==> config.mk <==
export PLATFORM = sky130hd
export DESIGN_NAME = trim_step_ctr
export DESIGN_NICKNAME = d
export VERILOG_FILES = /design/src/rtl/trim_pkg.sv /design/src/rtl/trim_tick_gen.sv /design/src/rtl/trim_ctrl.sv /design/src/rtl/trim_code_reg.sv /design/src/rtl/trim_step_ctr.sv
export SDC_FILE = /design/constraint.sdc
export NUM_CORES = 1
export LEC_CHECK = 0
export BUFFER_PORTS_ARGS = -buffer_cell sky130_fd_sc_hd__buf_2
export CAP_MARGIN = 20
export CORE_MARGIN = 5
export CORE_UTILIZATION = 40
export DETAILED_ROUTE_END_ITERATION = 7
export PLACE_DENSITY_LB_ADDON = 0.25
export REMOVE_ABC_BUFFERS = 1
export SYNTH_ARGS = -nofsm -noshare
export SYNTH_HDL_FRONTEND = slang
export SYNTH_SLANG_ARGS = --single-unit
==> constraint.sdc <==
create_clock -name clk -period 4.3 [get_ports clk]
set_input_delay 1.29 -clock clk [delete_from_list [all_inputs] [get_ports clk]]
set_output_delay 1.29 -clock clk [all_outputs]
set_load 0.005 [all_outputs]
==> src/rtl/trim_pkg.sv <==
package trim_pkg;

  typedef enum logic [1:0] {
    S_GAP   = 2'd0,
    S_ARMED = 2'd1,
    S_EXC   = 2'd2
  } ctlState_t;

  typedef struct packed {
    logic inc;
    logic dec;
  } stepStb_t;

endpackage

==> src/rtl/trim_tick_gen.sv <==
module trim_tick_gen #(
  parameter int TICK_DIV = 4
) (
  input  logic clk,
  input  logic rstN,
  output logic tick
);
  localparam int DivW = (TICK_DIV > 1) ? $clog2(TICK_DIV) : 1;
  localparam logic [DivW-1:0] DivLast = DivW'(TICK_DIV - 1);

  logic [DivW-1:0] divCnt;

  always_ff @(posedge clk or negedge rstN) begin
    if (!rstN)                divCnt <= '0;
    else if (divCnt == DivLast) divCnt <= '0;
    else                      divCnt <= divCnt + 1'b1;
  end

  assign tick = (divCnt == DivLast);

  // width timing relies on isolated tick pulses
  tick_spacing_chk: assert property (@(posedge clk) disable iff (!rstN)
    tick |=> !tick);
endmodule

==> src/rtl/trim_ctrl.sv <==
module trim_ctrl
  import trim_pkg::*;
#(
  parameter int ACCEPT_TICKS = 8,
  parameter int GAP_TICKS    = 3
) (
  input  logic     clk,
  input  logic     rstN,
  input  logic     tick,
  input  logic     enable,
  input  logic     lowFlag,
  input  logic     highFlag,
  input  logic     progFlag,
  output stepStb_t stepStb
);
  localparam int AccW = (ACCEPT_TICKS > 1) ? $clog2(ACCEPT_TICKS) : 1;
  localparam int GapW = (GAP_TICKS > 1) ? $clog2(GAP_TICKS) : 1;
  localparam logic [AccW-1:0] AccLast = AccW'(ACCEPT_TICKS - 1);
  localparam logic [GapW-1:0] GapLast = GapW'(GAP_TICKS - 1);

  ctlState_t       state;
  logic [GapW-1:0] gapCnt;
  logic [AccW-1:0] widthCnt;
  logic            dirUp;
  logic            firstSeen;
  logic            midLevel;
  logic            stillOut;
  logic            accept;

  always_comb begin
    midLevel = !lowFlag && !highFlag;
    stillOut = dirUp ? lowFlag : (highFlag && !progFlag);
    accept   = (state == S_EXC) && stillOut && tick && (widthCnt == AccLast);
  end

  always_ff @(posedge clk or negedge rstN) begin
    if (!rstN) begin
      state     <= S_GAP;
      gapCnt    <= '0;
      widthCnt  <= '0;
      dirUp     <= 1'b0;
      firstSeen <= 1'b0;
      stepStb   <= '0;
    end else begin
      stepStb <= '0;
      unique case (state)
        S_GAP: begin
          if (!midLevel) begin
            gapCnt <= '0;
          end else if (tick) begin
            if (gapCnt == GapLast) begin
              gapCnt <= '0;
              state  <= S_ARMED;
            end else begin
              gapCnt <= gapCnt + 1'b1;
            end
          end
        end
        S_ARMED: begin
          if (lowFlag) begin
            state    <= S_EXC;
            dirUp    <= 1'b1;
            widthCnt <= '0;
          end else if (highFlag) begin
            widthCnt <= '0;
            if (progFlag) begin
              state  <= S_GAP;
              gapCnt <= '0;
            end else begin
              state <= S_EXC;
              dirUp <= 1'b0;
            end
          end
        end
        S_EXC: begin
          if (!stillOut) begin
            state  <= S_GAP;
            gapCnt <= '0;
          end else if (tick) begin
            if (widthCnt == AccLast) begin
              state     <= S_GAP;
              gapCnt    <= '0;
              firstSeen <= 1'b1;
              if (firstSeen) begin
                stepStb.inc <= dirUp && enable;
                stepStb.dec <= !dirUp && enable;
              end
            end else begin
              widthCnt <= widthCnt + 1'b1;
            end
          end
        end
        default: state <= S_GAP;
      endcase
    end
  end


  one_step_chk: assert property (@(posedge clk) disable iff (!rstN)
    $onehot0({stepStb.inc, stepStb.dec}));

  disabled_step_chk: assert property (@(posedge clk) disable iff (!rstN)
    !enable |=> !stepStb.inc && !stepStb.dec);

  prog_no_dec_chk: assert property (@(posedge clk) disable iff (!rstN)
    progFlag |=> !stepStb.dec);

  first_drop_chk: assert property (@(posedge clk) disable iff (!rstN)
    !firstSeen |=> !stepStb.inc && !stepStb.dec);
endmodule

==> src/rtl/trim_code_reg.sv <==
module trim_code_reg
  import trim_pkg::*;
#(
  parameter int               CODE_W     = 7,
  parameter logic [CODE_W-1:0] RESET_CODE = '0
) (
  input  logic              clk,
  input  logic              rstN,
  input  stepStb_t          stepStb,
  input  logic              loadValid,
  input  logic [CODE_W-1:0] loadCode,
  output logic [CODE_W-1:0] trimCode
);
  localparam logic [CODE_W-1:0] CodeMax = '1;

  always_ff @(posedge clk or negedge rstN) begin
    if (!rstN)                                  trimCode <= RESET_CODE;
    else if (loadValid)                         trimCode <= loadCode;
    else if (stepStb.inc && trimCode != CodeMax) trimCode <= trimCode + 1'b1;
    else if (stepStb.dec && trimCode != '0)      trimCode <= trimCode - 1'b1;
  end


  load_take_chk: assert property (@(posedge clk) disable iff (!rstN)
    loadValid |=> trimCode == $past(loadCode));

  no_wrap_up_chk: assert property (@(posedge clk) disable iff (!rstN)
    (!loadValid && trimCode == CodeMax) |=> trimCode != '0);

  no_wrap_down_chk: assert property (@(posedge clk) disable iff (!rstN)
    (!loadValid && trimCode == '0) |=> trimCode != CodeMax);
endmodule

==> src/rtl/trim_step_ctr.sv <==
module trim_step_ctr
  import trim_pkg::*;
#(
  parameter int CODE_W       = 7,
  parameter int TICK_DIV     = 4,
  parameter int ACCEPT_TICKS = 8,
  parameter int GAP_TICKS    = 3,
  parameter logic [CODE_W-1:0] RESET_CODE = '0
) (
  input  logic              clk,
  input  logic              rstN,
  input  logic              enable,
  input  logic              lowFlag,
  input  logic              highFlag,
  input  logic              progFlag,
  input  logic              loadValid,
  input  logic [CODE_W-1:0] loadCode,
  output logic [CODE_W-1:0] trimCode
);
  logic     tick;
  stepStb_t stepStb;

  trim_tick_gen #(.TICK_DIV(TICK_DIV)) tick_i (
    .clk(clk), .rstN(rstN), .tick(tick)
  );

  trim_ctrl #(.ACCEPT_TICKS(ACCEPT_TICKS), .GAP_TICKS(GAP_TICKS)) ctrl_i (
    .clk(clk), .rstN(rstN), .tick(tick), .enable(enable),
    .lowFlag(lowFlag), .highFlag(highFlag), .progFlag(progFlag),
    .stepStb(stepStb)
  );

  trim_code_reg #(.CODE_W(CODE_W), .RESET_CODE(RESET_CODE)) code_i (
    .clk(clk), .rstN(rstN), .stepStb(stepStb), .loadValid(loadValid),
    .loadCode(loadCode), .trimCode(trimCode)
  );
endmodule

==> flow_summary.ini <==
[yosys]
netlist_top_cells_count = 20 x sky130_fd_sc_hd__dfrtp_1, 13 x sky130_fd_sc_hd__ha_1, 12 x sky130_fd_sc_hd__nand2_1
dominant_combinational_cell_family_by_area_after_synthesis = simple AND/OR/NAND/NOR gates
post-synth-top-count-cell = sky130_fd_sc_hd__dfrtp_1
synth_enable_flop_cells = 0
compound_gate_portion_of_the_synthesized_area = 0.1642
synth.yosys.warnings = 0
xor_xnor_fraction_of_synth_area = 0.02555
synth_top_cell_area_share = 0.3650
prevailing_post_synth_register_cell = sky130_fd_sc_hd__dfrtp_1
ff_latch_count_synth = 20
synthArstFlopShare = 1.000
netlist_top_cells_area = sky130_fd_sc_hd__dfrtp_1 36%, sky130_fd_sc_hd__ha_1 12%, sky130_fd_sc_hd__mux2_2 3.3%, sky130_fd_sc_hd__nand2_1 3.3%, sky130_fd_sc_hd__inv_1 3.0%
synth_cell_types = 44
synthesis.area_sq_mm = 0.001371
synth_adder_area_share = 0.1332
synth_sequential_area_ratio = 0.3650
synthCells = 135
post_synth_simple_gate_area = 0.1843
muxShareOfSynthArea = 0.08577
syn-mean-instance-area_sq_um = 10.16
synth_area_leader_cell = sky130_fd_sc_hd__dfrtp_1

[global_routing]
grt_antenna_before_repair = 0
overflow = 0
grt_pass1_vias = 1131
track_usage = 0.1329
grt_first_pass_wirelength_um = 4733
maximum_number_of_pins_on_one_net_before_global_route_repair = 21

[place]
portBuffers = 20
dp_hpwl_um = 2225
postPlaceCellArea_sq_mm = 0.001513
gp_congestion = 0.7993

[routing]
routed_wirelength_um = 2832
drtIter0Drc = 72
detail_route.drc_violations = 0
via_per_inst = 5.384
detail_route.first_pass.iterations = 4
final_antenna_net_count = 0
route.vias.total = 1093
wire_per_inst_um = 13.95

[floorplanning]
start_util = 0.4109
placement_rows = 21
top_level_ports = 21
design.core.area_sq_mm = 0.003337
floorplan.die.height_um = 68.55
die-width_um = 68.55
design.die.area_sq_mm = 0.004699

[critical_path]
critPathSlowestCell = sky130_fd_sc_hd__dfrtp_1
timing.critical_path.arrival_ns = 2.76
worstSetupStartpointType = flop
cp_cell_sequence = and4_1 -> a41oi_2 -> inv_1 -> ha_1 -> nor2b_1 -> o21ai_0 -> nor3b_1 -> o31ai_1 -> mux2_4
timing.critical_path.max_delay_family = simple AND/OR/NAND/NOR gates
critical_path.max_fanout = 6
critical_path_required_ns = 4.51
critPathCaptureType = flop
worst-path-buf-inv = 1
max_stage_delay_ns = 0.46
setup.worst_path.class = flop to flop

[sta]
count_of_final_hold_check_violations = 0
timing.max_slew.rel_slack = 0.4787
post-route-min-period_ns = 2.547
post_route_setup_tns_ns = 0
slew_violations = 0
timing_worst_slew_pin_value_ns = 0.7805
worst_hold_slack_ns = 0.4359
finalCritPeriodShare = 0.5923
finClkSkew_ns = 0.01177
setup_viol = 0
rsz0062_at_grt = false
max_freq_ghz = 0.3927

[outcome]
status = complete, no violations

[clocking]
clock_sinks = 20
tritoncts = built
cts-root-buf = sky130_fd_sc_hd__clkbuf_4
cts-buffers-inserted = 3
clock_tree.buffer_depth = 2
cts-htree-levels = 1
post_cts.resized_instances = 0
holdBufCountCts = 0
cts.clk_slew.worst_paths_ns = 0.12
clkLatencyLatePin_ns = 0.31
cts.repair_timing.setup_buffer_count = 0

[job]
drv.max_cap_violation_count = 0

[cells_and_area]
area_delta_synth_final_pct = 12.96
utilization = 0.4642
post_route_cells_drive_above_1_share = 0.2357
final_area_sq_mm = 0.001549
antenna-diode-count = 0
num-nets-final = 186

[power]
power.static_leakage_nw = 0.7132
vdd.ir_drop.worst_mv = 0.2597
power_per_cell_area_mw_per_mm2 = 469.3
post-layout-total-power_mw = 0.7269

[worst_hold_path]
min_path_type = flop to flop
per-stage QoR:
stage,std cells,setup slack [ns]
3_3_place_gp,199,1.642
5_1_grt,203,1.562
4_1_cts,203,1.719
6_report,203,1.753
3_5_place_dp,199,1.608
2_1_floorplan,133,1.804
logic make-up (layout without fill, tap and decap cells):
group           count (synthesis)  count (layout)
mux                            10              10
buf+inv                        13              35
simple gates                   44              44
flops                          20              20
compound gates                 30              30
fa+ha+maj                      14              14
xor+xnor                        4               4
cell type report:
class	count	area [sq um]
flip-flops and latches	20	500.5
well taps	46	57.56
clock buffers	4	36.28
fillers	325	1788
repair buffers	20	100.1
multi-input cells	102	813.3
inverters	11	41.29
worst register-to-register path, delay by kind of cell (launching register included):
| kind | cells | cell delay, ns |
|---|---|---|
| simple gates | 3 | 0.61 |
| compound gates | 3 | 0.61 |
| flops | 1 | 0.46 |
| fa+ha+maj | 1 | 0.33 |
| mux | 1 | 0.27 |
| buf+inv | 1 | 0.18 |
cell usage in the layout (no fill, tap or decap), types with 3 or more instances in the layout:
master	instances
sky130_fd_sc_hd__a21oi_1	6
sky130_fd_sc_hd__buf_2	20
sky130_fd_sc_hd__clkbuf_4	3
sky130_fd_sc_hd__dfrtp_1	20
sky130_fd_sc_hd__ha_1	13
sky130_fd_sc_hd__inv_1	11
sky130_fd_sc_hd__mux2_2	4
sky130_fd_sc_hd__nand2_1	12
sky130_fd_sc_hd__nand3_1	3
sky130_fd_sc_hd__nor2_1	6
sky130_fd_sc_hd__nor2b_1	3
sky130_fd_sc_hd__nor4_1	3
sky130_fd_sc_hd__o21ai_0	6
sky130_fd_sc_hd__o31ai_1	3
state kept, by name (all words and copies together) (netlist names):
name and flops:
ctrl_i.stepStb 2, ctrl_i.state 2, code_i.trimCode 7, tick_i.divCnt 2
ctrl_i.widthCnt 3, ctrl_i.dirUp 1, ctrl_i.firstSeen 1, ctrl_i.gapCnt 2
per-layer routing:
layer,track usage,part of all wire
met1,0.1547,0.44
met2,0.2408,0.49
met3,0.02107,0.048
met4,0.05211,0.019
met5,0,0
path summary, 6_finish.rpt:
path | to | slack (ns) | cells after the start | start
worst min-delay path | tick_i.divCnt[0] | 0.44 | 1 | tick_i.divCnt[0]
worst max-delay path | code_i.trimCode[4] | 1.75 | 9 | code_i.trimCode[4]
min in group asynchronous | ctrl_i.widthCnt[0] | 0.90 | 1 | rstN
worst max register to register | code_i.trimCode[4] | 1.75 | 9 | code_i.trimCode[4]
worst min register to register | tick_i.divCnt[0] | 0.44 | 1 | tick_i.divCnt[0]
max in group asynchronous | ctrl_i.stepStb[0] | 3.08 | 1 | rstN
report_power, final:
part	leakage [nW]	switching [mW]	total, mW	internal (mW)
sequential	0.252	0.0492	0.275	0.226
combinational	0.440	0.173	0.339	0.166
clock	0.0210	0.0612	0.113	0.0517
total	0.713	0.284	0.727	0.443
(Power assumes the default switching activity.)
